### config.mk
export PLATFORM = sky130hd
export DESIGN_NAME = cardbus_pwrup_seq
export DESIGN_NICKNAME = d
export VERILOG_FILES = /design/src/rtl/cardbus_pwrup_pkg.sv /design/src/rtl/pwrup_wake_len.sv /design/src/rtl/pwrup_down_timer.sv /design/src/rtl/pwrup_try_ctr.sv /design/src/rtl/cardbus_pwrup_seq.sv
export SDC_FILE = /design/constraint.sdc
export NUM_CORES = 1
export LEC_CHECK = 0
export ABC_AREA = 1
export ABC_CLOCK_PERIOD_IN_PS = 2390
export BUFFER_PORTS_ARGS = -buffer_cell sky130_fd_sc_hd__buf_2
export CORE_UTILIZATION = 25
export CTS_BUF_LIST = sky130_fd_sc_hd__clkbuf_8
export DETAILED_ROUTE_END_ITERATION = 12
export GPL_ROUTABILITY_DRIVEN = 0
export MAX_ROUTING_LAYER = met4
export PLACE_DENSITY = 0.55
export SLEW_MARGIN = 20
export SYNTH_ARGS = -nofsm -noshare
export SYNTH_HDL_FRONTEND = slang
export SYNTH_HIERARCHICAL = 1
export SYNTH_SLANG_ARGS = --single-unit
### constraint.sdc
create_clock -name clk -period 2.39 [get_ports clk]
set_input_delay 0.1195 -clock clk [delete_from_list [all_inputs] [get_ports clk]]
set_output_delay 0.1195 -clock clk [all_outputs]
set_load 0.01 [all_outputs]
### src/rtl/cardbus_pwrup_pkg.sv
package cardbus_pwrup_pkg;

    localparam int READY_CYCLES = 64;
    localparam int SYNC_MARGIN  = 10;
    localparam int WAKE_FLOOR   = READY_CYCLES + SYNC_MARGIN;

    localparam logic [5:0] IDX_OP_COND = 6'd1;
    localparam logic [5:0] IDX_ALL_ID  = 6'd2;

    typedef enum logic [2:0] {
        WAIT_POWER,
        INIT_ONES,
        SEND_CMD1,
        WAIT_RESP,
        GAP,
        SEND_CMD2,
        DONE,
        ERROR
    } seq_state_t;

endpackage

### src/rtl/pwrup_wake_len.sv
module pwrup_wake_len
    import cardbus_pwrup_pkg::*;
#(
    parameter int W         = 16,
    parameter int MS_CYCLES = 50000,
    parameter int RAMP_W    = 16
) (
    input  logic [RAMP_W-1:0] ramp,
    output logic [W-1:0]      len
);
    localparam logic [W-1:0] MS_LIM    = W'(MS_CYCLES);
    localparam logic [W-1:0] FLOOR_LIM = W'(WAKE_FLOOR);

    logic [W-1:0] fixed_lim;
    logic [W-1:0] ramp_lim;

    always_comb begin
        fixed_lim = (MS_LIM > FLOOR_LIM) ? MS_LIM : FLOOR_LIM;
        ramp_lim  = W'(ramp);
        len       = (ramp_lim > fixed_lim) ? ramp_lim : fixed_lim;
    end
endmodule

### src/rtl/pwrup_down_timer.sv
module pwrup_down_timer #(
    parameter int W = 16
) (
    input  logic         clk,
    input  logic         rst_n,
    input  logic         load,
    input  logic [W-1:0] load_val,
    output logic         last
);
    logic [W-1:0] cnt_q;

    always_ff @(posedge clk or negedge rst_n) begin
        if (!rst_n) begin
            cnt_q <= '0;
        end else if (load) begin
            cnt_q <= load_val;
        end else if (cnt_q != '0) begin
            cnt_q <= cnt_q - 1'b1;
        end
    end

    assign last = (cnt_q == W'(1));
endmodule

### src/rtl/pwrup_try_ctr.sv
module pwrup_try_ctr #(
    parameter int MAX_TRIES = 64
) (
    input  logic clk,
    input  logic rst_n,
    input  logic clr,
    input  logic inc,
    output logic at_limit
);
    localparam int TW = $clog2(MAX_TRIES + 1);

    logic [TW-1:0] tries_q;

    always_ff @(posedge clk or negedge rst_n) begin
        if (!rst_n) begin
            tries_q <= '0;
        end else if (clr) begin
            tries_q <= '0;
        end else if (inc && (tries_q != TW'(MAX_TRIES))) begin
            tries_q <= tries_q + 1'b1;
        end
    end

    assign at_limit = (tries_q == TW'(MAX_TRIES));
endmodule

### src/rtl/cardbus_pwrup_seq.sv
module cardbus_pwrup_seq
    import cardbus_pwrup_pkg::*;
#(
    parameter int CLK_KHZ   = 50000,
    parameter int RAMP_W    = 16,
    parameter int NCC       = 8,
    parameter int MAX_TRIES = 64
) (
    input  logic              clk,
    input  logic              rst_n,
    input  logic              pwr_ok,
    input  logic [RAMP_W-1:0] ramp_cycles,
    input  logic [31:0]       ocr_window,
    output logic              bus_clk_en,
    output logic              cmd_ones,
    output logic              req_valid,
    output logic [5:0]        req_index,
    output logic [31:0]       req_arg,
    input  logic              req_ready,
    input  logic              rsp_valid,
    input  logic              rsp_busy,
    output logic              done,
    output logic              timeout
);
    localparam int MS_W  = $clog2(CLK_KHZ + 1);
    localparam int GAP_W = $clog2(NCC + 1);
    localparam int W_A   = (RAMP_W > MS_W) ? RAMP_W : MS_W;
    localparam int W_B   = (W_A > GAP_W) ? W_A : GAP_W;
    localparam int CNT_W = (W_B > 7) ? W_B : 7;

    seq_state_t state_q, state_d;
    logic       next_id_q, next_id_d;
    logic       done_seen_q;

    logic [CNT_W-1:0] wake_len;
    logic [CNT_W-1:0] t_val;
    logic             t_load;
    logic             t_last;
    logic             try_clr;
    logic             try_inc;
    logic             try_limit;

    pwrup_wake_len #(
        .W        (CNT_W),
        .MS_CYCLES(CLK_KHZ),
        .RAMP_W   (RAMP_W)
    ) u_len (
        .ramp(ramp_cycles),
        .len (wake_len)
    );

    pwrup_down_timer #(
        .W(CNT_W)
    ) u_timer (
        .clk     (clk),
        .rst_n   (rst_n),
        .load    (t_load),
        .load_val(t_val),
        .last    (t_last)
    );

    pwrup_try_ctr #(
        .MAX_TRIES(MAX_TRIES)
    ) u_tries (
        .clk     (clk),
        .rst_n   (rst_n),
        .clr     (try_clr),
        .inc     (try_inc),
        .at_limit(try_limit)
    );

    // State register
    always_ff @(posedge clk or negedge rst_n) begin
        if (!rst_n) begin
            state_q     <= WAIT_POWER;
            next_id_q   <= 1'b0;
            done_seen_q <= 1'b0;
        end else begin
            state_q     <= state_d;
            next_id_q   <= next_id_d;
            done_seen_q <= (state_q == DONE);
        end
    end

    // Next state and sub-block control
    always_comb begin
        state_d   = state_q;
        next_id_d = next_id_q;
        t_load    = 1'b0;
        t_val     = wake_len;
        try_clr   = 1'b0;
        try_inc   = 1'b0;
        unique case (state_q)
            WAIT_POWER: begin
                if (pwr_ok) begin
                    t_load  = 1'b1;
                    state_d = INIT_ONES;
                end
            end
            INIT_ONES: begin
                if (t_last) begin
                    try_clr   = 1'b1;
                    next_id_d = 1'b0;
                    state_d   = SEND_CMD1;
                end
            end
            SEND_CMD1: begin
                if (req_ready) begin
                    try_inc = 1'b1;
                    state_d = WAIT_RESP;
                end
            end
            WAIT_RESP: begin
                if (rsp_valid) begin
                    if (!rsp_busy) begin
                        next_id_d = 1'b1;
                        t_load    = 1'b1;
                        t_val     = CNT_W'(NCC);
                        state_d   = GAP;
                    end else if (try_limit) begin
                        state_d = ERROR;
                    end else begin
                        next_id_d = 1'b0;
                        t_load    = 1'b1;
                        t_val     = CNT_W'(NCC);
                        state_d   = GAP;
                    end
                end
            end
            GAP: begin
                if (t_last) begin
                    state_d = next_id_q ? SEND_CMD2 : SEND_CMD1;
                end
            end
            SEND_CMD2: begin
                if (req_ready) begin
                    state_d = DONE;
                end
            end
            DONE:  state_d = DONE;
            ERROR: state_d = ERROR;
            default: state_d = WAIT_POWER;
        endcase
    end

    // Outputs
    always_comb begin
        bus_clk_en = (state_q != WAIT_POWER);
        cmd_ones   = (state_q == INIT_ONES) || (state_q == GAP);
        req_valid  = 1'b0;
        req_index  = 6'd0;
        req_arg    = 32'd0;
        unique case (state_q)
            SEND_CMD1: begin
                req_valid = 1'b1;
                req_index = IDX_OP_COND;
                req_arg   = ocr_window;
            end
            SEND_CMD2: begin
                req_valid = 1'b1;
                req_index = IDX_ALL_ID;
            end
            default: ;
        endcase
        done    = (state_q == DONE) && !done_seen_q;
        timeout = (state_q == ERROR);
    end

    initial begin
        if (NCC < 1)       $error("NCC must be at least 1");
        if (MAX_TRIES < 1) $error("MAX_TRIES must be at least 1");
    end
endmodule

# Word level (Yosys, flattened, before mapping)

Index checks and enable logic that the tools add are counted.

Register bits after elaboration: 28
Word-level logic and storage cells: 74
Output and inout bits: 43
Input bits: 54

$lt $le $gt $ge: 1
Mux-type cells: 36
Add/subtract/negate cells: 2
Equality and inequality tests: 17
Reduce and logical (&&, ||, !) cells: 13

Operator list:

| kind                                               | number |
|---|---|
| 2-to-1 mux 16 bit                                  | 7 |
| 2-to-1 mux 32 bit                                  | 1 |
| case mux 3 bit (8 select lines)                    | 1 |
| 2-to-1 mux 3 bit                                   | 7 |
| == test 16 x 1 -> 1 bit, second input constant     | 1 |
| > comparator 16 bit, second input constant         | 1 |
| nonzero test 16 bit                                | 1 |
| subtractor 16 x 1 -> 16 bit, second input constant | 1 |
| 2-to-1 mux 7 bit                                   | 2 |
| 2-to-1 mux 1 bit                                   | 13 |
| == test 3 bit, second input constant               | 4 |
| inequality test 2 bit, second input constant       | 6 |
| adder 7 x 1 -> 7 bit, second input constant        | 1 |
| == test 7 bit, second input constant               | 1 |
| inequality test 7 bit, second input constant       | 1 |
| == test 3 x 2 -> 1 bit, second input constant      | 2 |
| AND reduction 6 bit                                | 1 |
| nonzero test 2 bit                                 | 3 |
| 2-to-1 mux 2 bit                                   | 2 |
| case mux 1 bit (2 select lines)                    | 2 |
| case mux 2 bit (2 select lines)                    | 1 |
| AND reduction 4 bit                                | 1 |
| == test 3 x 1 -> 1 bit, second input constant      | 1 |
| zero test 3 bit                                    | 1 |
| other kinds (6)                                    | 7 |

# Longest topological paths before layout

Depth in word-level cells: 7
Gate-level depth with buffers: 16
Mapped depth without buffers: 15

# Modules after synthesis

The synthesis kept the hierarchy.

By module, submodules not included:

| module            | area an instance (µm²) | sequential area each (µm²) | cells each | times used |
|---|---|---|---|---|
| pwrup_down_timer  | 1168.6                 | 400.4                      | 163        | 1 |
| cardbus_pwrup_seq | 888.4                  | 125.1                      | 186        | 1 |
| pwrup_try_ctr     | 470.5                  | 175.2                      | 68         | 1 |
| pwrup_wake_len    | 292.8                  | 0.0                        | 51         | 1 |

# Worst setup path before layout

No wires, ideal clock.

Path kind: register -> register
Start: register u_tries.tries_q[0]
End: register u_timer.cnt_q[14]
Buffers on the path: 1
Stages on the path, launching flop included: 17
Slack: 0.500 ns
Library setup time: 0.113 ns
Data arrival time: 1.777 ns
Path through: dfrtp_1 inv_1 ha_1 nand2_1 inv_1 nand3_2 inv_1 nand2_1 nand2_2 o22ai_1 buf_4 inv_2 or2_2 nand2_1 inv_1 nand2_1 inv_1

Word-level cells in the longest chain between the ends: 6
Elaborated cells on any way between the ends: 11
Classes of those cells: eq/ne (1); mux (9); reduce/logical (1)

Ends and longest elaborated chain:

| element                                                 | RTL line                 | text |
|---|---|---|
| from (decl)                                             | pwrup_try_ctr.sv:12      | `logic [TW-1:0] tries_q;` |
| from (signal assigned)                                  | pwrup_try_ctr.sv:20      | `tries_q <= tries_q + 1'b1;` |
| == test 7 bit (*)                                       | pwrup_try_ctr.sv:24      | `assign at_limit = (tries_q == TW'(MAX_TRIES));` |
| named net try_limit                                     | cardbus_pwrup_seq.sv:41  | `logic try_limit;` |
| 2-to-1 mux 1 bit (*)                                    | cardbus_pwrup_seq.sv:120 | `end else if (try_limit) begin` |
| 2-to-1 mux 1 bit (*)                                    | cardbus_pwrup_seq.sv:115 | `if (!rsp_busy) begin` |
| 2-to-1 mux 1 bit (*)                                    | cardbus_pwrup_seq.sv:114 | `if (rsp_valid) begin` |
| case mux 1 bit (2 select lines) (*)                     | cardbus_pwrup_seq.sv:93  | `unique case (state_q)` |
| named net t_load                                        | cardbus_pwrup_seq.sv:37  | `logic t_load;` |
| 2-to-1 mux 16 bit or nonzero test 2 bit (tied branches) | -                        |  |
| to (signal assigned)                                    | pwrup_down_timer.sv:16   | `cnt_q <= load_val;` |
| to (signal assigned)                                    | pwrup_down_timer.sv:18   | `cnt_q <= cnt_q - 1'b1;` |
| to (decl)                                               | pwrup_down_timer.sv:10   | `logic [W-1:0] cnt_q;` |

Mark *: on every way through the listed nets, which the timed path passes. The rest lies on a longest branch.
A chain may end at the register's enable or synchronous reset.

# Worst setup path in the final report

Start: register u_timer.cnt_q[7]
End: register u_tries.tries_q[0]

Word-level cells in the longest chain between the ends: 4
Elaborated cells on any way between the ends: 5
Classes of those cells: eq/ne (1); mux (3); reduce/logical (1)

Ends and longest elaborated chain:

| element                                                | RTL line                 | text |
|---|---|---|
| == test 16 x 1 -> 1 bit (*)                            | pwrup_down_timer.sv:22   | `assign last = (cnt_q == W'(1));` |
| named net t_last                                       | cardbus_pwrup_seq.sv:38  | `logic t_last;` |
| 2-to-1 mux 1 bit (*)                                   | cardbus_pwrup_seq.sv:101 | `if (t_last) begin` |
| 2-to-1 mux 1 bit (*)                                   | cardbus_pwrup_seq.sv:93  |  |
| named net try_clr                                      | cardbus_pwrup_seq.sv:39  | `logic try_clr;` |
| 2-to-1 mux 7 bit or nonzero test 2 bit (tied branches) | -                        |  |

Marked as above.

==> results.py <==
metrics = {
    "cts": {
        "cts_tree": "yes",
        "cts-root-buf": "clkbuf_8",
        "cts.sink_count": 28,
        "clockBufferDepth": 2,
        "htree_levels": 1,
        "post_cts_buffers": 0,
        "clkTransAtPathRegs_ps": 100,
        "clk_latency_ps": 270,
        "cts_buffers": 3,
    },
    "logic_synthesis": {
        "synth_top_family_by_area": "simple AND/OR/NAND/NOR gates",
        "avgSynthCellArea_um2": 6.03,
        "synth_mux_area_frac": 0,
        "syn_area_mm2": 0.00282,
        "ys_ff_latch": 28,
        "synth_top_area_cell": "dfrtp_1",
        "ys_seq_area_frac": 0.248,
        "synth_cell_types": 35,
        "yosys.area_share.simple": 0.504,
        "synth_adder_area_share": 0.0177,
        "synth_flop_cell": "dfrtp_1",
        "yosys-top-cells-area": "dfrtp_1 (25%), nand2_1 (16%), inv_1 (13%)",
        "synth_edf_count": 0,
        "ys.warnings.count": 6,
        "syn_inst": 468,
        "async_flop_share": 1.00,
        "synth_top_area_share": 0.248,
        "synth_xor_area_frac": 0.0186,
        "synth_compound_area_frac": 0.0311,
    },
    "grt": {
        "antenna_found_initial": 0,
        "grt_max_degree": 35,
        "grt_pass1_wl_mm": 10.8,
        "grt_overflow": 0,
        "grt_usage": 0.118,
        "grt_pass1_vias": 2560,
    },
    "sta": {
        "rsz0062_at_grt": "false",
        "tightest_slew_ps": 654,
        "fin_ws_ps": 298,
        "post-route-min-period_ps": 2090,
        "fmax_ghz": 0.478,
        "slew_headroom": 0.564,
        "clock_skew_ps": 6.66,
        "report.final.slew_viol_count": 0,
        "finalSetupViolations": 0,
        "fin_tns_setup_ps": 0,
        "hold_viol": 0,
        "period_share": 0.875,
    },
    "drt": {
        "ant_nets": 0,
        "drtPass1Iterations": 4,
        "drt_wl_total_mm": 6.60,
        "vias_per_cell": 4.08,
        "via_count": 2841,
        "drtIter0Drc": 93,
        "drc": 0,
        "wl_per_cell_um": 9.46,
    },
    "power": {
        "leakagePower_nw": 2.15,
        "p_per_area_mw_per_mm2": 910,
        "peakVddDrop_v": 0.000324,
    },
    "layout": {
        "nets": 616,
        "drive_above_1_share": 0.271,
        "num_antenna_cells": 0,
        "syn_to_final_growth_pct": 22.5,
        "stdcell_area_mm2": 0.00346,
    },
    "place": {
        "dp_slack_ps": 312,
        "dp_hpwl_mm": 5.51,
        "portBuffers": 92,
        "place_area_mm2": 0.00339,
    },
    "hold_path": {
        "holdPathEnd": "next_id_q$_DFFE_PN0P_",
        "hp-class": "in2reg",
        "hold_depth": 3,
        "hp-start": "rsp_busy",
    },
    "worst_setup_path": {
        "critPathLaunchType": "flop",
        "rr_endpoint": "u_tries/tries_q[0]$_DFFE_PN0P_",
        "worstSetupPathType": "reg2reg",
        "rrSetupSlack_ps": 300,
        "worstSetupEndpointType": "flop",
        "arrival_ps": 2260,
        "cp_max_fo": 6,
        "worstReg2RegStart": "u_timer/cnt_q[7]$_DFFE_PN0P_",
        "r2r_cells": 12,
        "required_ps": 2560,
    },
    "floorplan": {
        "ios": 97,
        "initial_core_util": 0.258,
        "rows": 38,
        "die_h_um": 108,
        "die_w_um": 108,
        "core_area_mm2": 0.0109,
        "dieArea_mm2": 0.0117,
    },
    "flow_run": {
        "max_cap_viol_count": 0,
    },
    "outcome": {
        "outcome": "complete, no violations",
    },
}
-- worst max path at each step --
stage / start / to
4_1_cts: u_timer/cnt_q[7]$_DFFE_PN0P_ / u_tries/tries_q[0]$_DFFE_PN0P_
3_3_place_gp: u_timer/cnt_q[4]$_DFFE_PN0P_ / u_tries/tries_q[1]$_DFFE_PN0P_
2_1_floorplan: u_tries/tries_q[0]$_DFFE_PN0P_ / u_timer/cnt_q[14]$_DFFE_PN0P_
3_5_place_dp: u_timer/cnt_q[7]$_DFFE_PN0P_ / u_tries/tries_q[0]$_DFFE_PN0P_
5_1_grt: u_timer/cnt_q[7]$_DFFE_PN0P_ / u_tries/tries_q[0]$_DFFE_PN0P_
6_report: u_timer/cnt_q[7]$_DFFE_PN0P_ / u_tries/tries_q[0]$_DFFE_PN0P_
-- kinds of logic after synthesis --
logic type,Yosys count
AND/OR/NAND/NOR,294
buffers and inverters,120
flip-flops,28
AO/OA/AOI/OAI,14
XOR/XNOR,6
adder cells (fa/ha/maj),4
other,2
-- cell usage in the layout (no fill, tap or decap), types with 2 or more instances in the layout --
master      n
nand2_1   117
inv_1      98
buf_2      92
nor2_1     85
nand3_1    36
dfrtp_1    28
nor2_2     15
nand2_2     8
nor2_4      7
conb_1      6
nand4_1     5
o21ai_1     5
o21ai_0     5
nand2_4     5
inv_2       4
clkbuf_8    4
ha_1        4
or2_2       3
nor3_1      3
buf_4       3
nand3b_1    3
nor2_8      3
xnor2_1     3
xor2_1      3
nand3_2     2
clkinv_2    2
-- flip-flops by register name, summed over array words and instances (netlist names) --
register,flops
done_seen_q,1
next_id_q,1
state_q,3
u_timer/cnt_q,16
u_tries/tries_q,7
-- critical path, stage by stage, from the launching register on --
cell	delay, ps
dfrtp_1	430
nor2_1	170
nand2_2	140
inv_1	100
nand3_1	60
nor3_1	140
inv_1	110
nor2_1	310
clkinv_2	180
nand2_4	130
clkinv_2	90
nand2_1	60
nand2_1	60
-- per-layer routing --
layer | vias up | global-route usage | wire (µm) | share of wire
met4 | 0 | 0.0313 | 119 | 0.018
met3 | 6 | 0.0181 | 414 | 0.063
met1 | 1195 | 0.132 | 2990 | 0.45
met5 | - | - | 0 | 0
met2 | 105 | 0.217 | 3070 | 0.47
li1 | 1535 | - | - | -
-- Yosys cell counts (2+ instances only) --
cell,number
dfrtp_1,28
nand4_1,5
buf_4,7
ha_1,4
nand2_1,117
nand3_2,2
nor2_1,85
or2_2,3
nand3b_1,3
xnor2_1,3
nor2_8,3
buf_6,2
xor2_1,3
o21ai_0,5
inv_2,4
clkinv_2,2
conb_1,2
inv_1,98
nor2_2,15
nand3_1,36
nand2_4,5
buf_2,4
nand2_2,8
nor2_4,7
o21ai_1,5
nor3_1,3
-- area by class of cell --
cell class | count | area (µm²)
Sequential cell | 28 | 701
Fill cell | 1201 | 7480
Clock buffer | 4 | 55.1
Multi-Input combinational cell | 324 | 1640
Tap cell | 140 | 175
Timing Repair Buffer | 96 | 493
Inverter | 105 | 397
-- through the flow --
step	hold WS, ps	utilization	power (mW)	std cells
global placement	193	0.310	2.85	692
detailed placement	209	0.310	2.86	692
CTS	136	0.316	3.18	697
finish	151	0.316	3.14	697
floorplan	-176	-	2.34	472
global route	175	0.316	3.49	697
-- timing repair --
action,CTS,global route
endpoints found under the setup margin,0,0
resized for setup,0,0
hold buffers,1,0
hold endpoints to repair,28,0
-- report_power, final --
part	total, mW	internal (mW)	switching (mW)
Clock	0.300	0.148	0.152
Sequential	0.882	0.657	0.224
Combinational	1.96	0.705	1.26
Total	3.14	1.51	1.63
(Power assumes the default switching activity.)
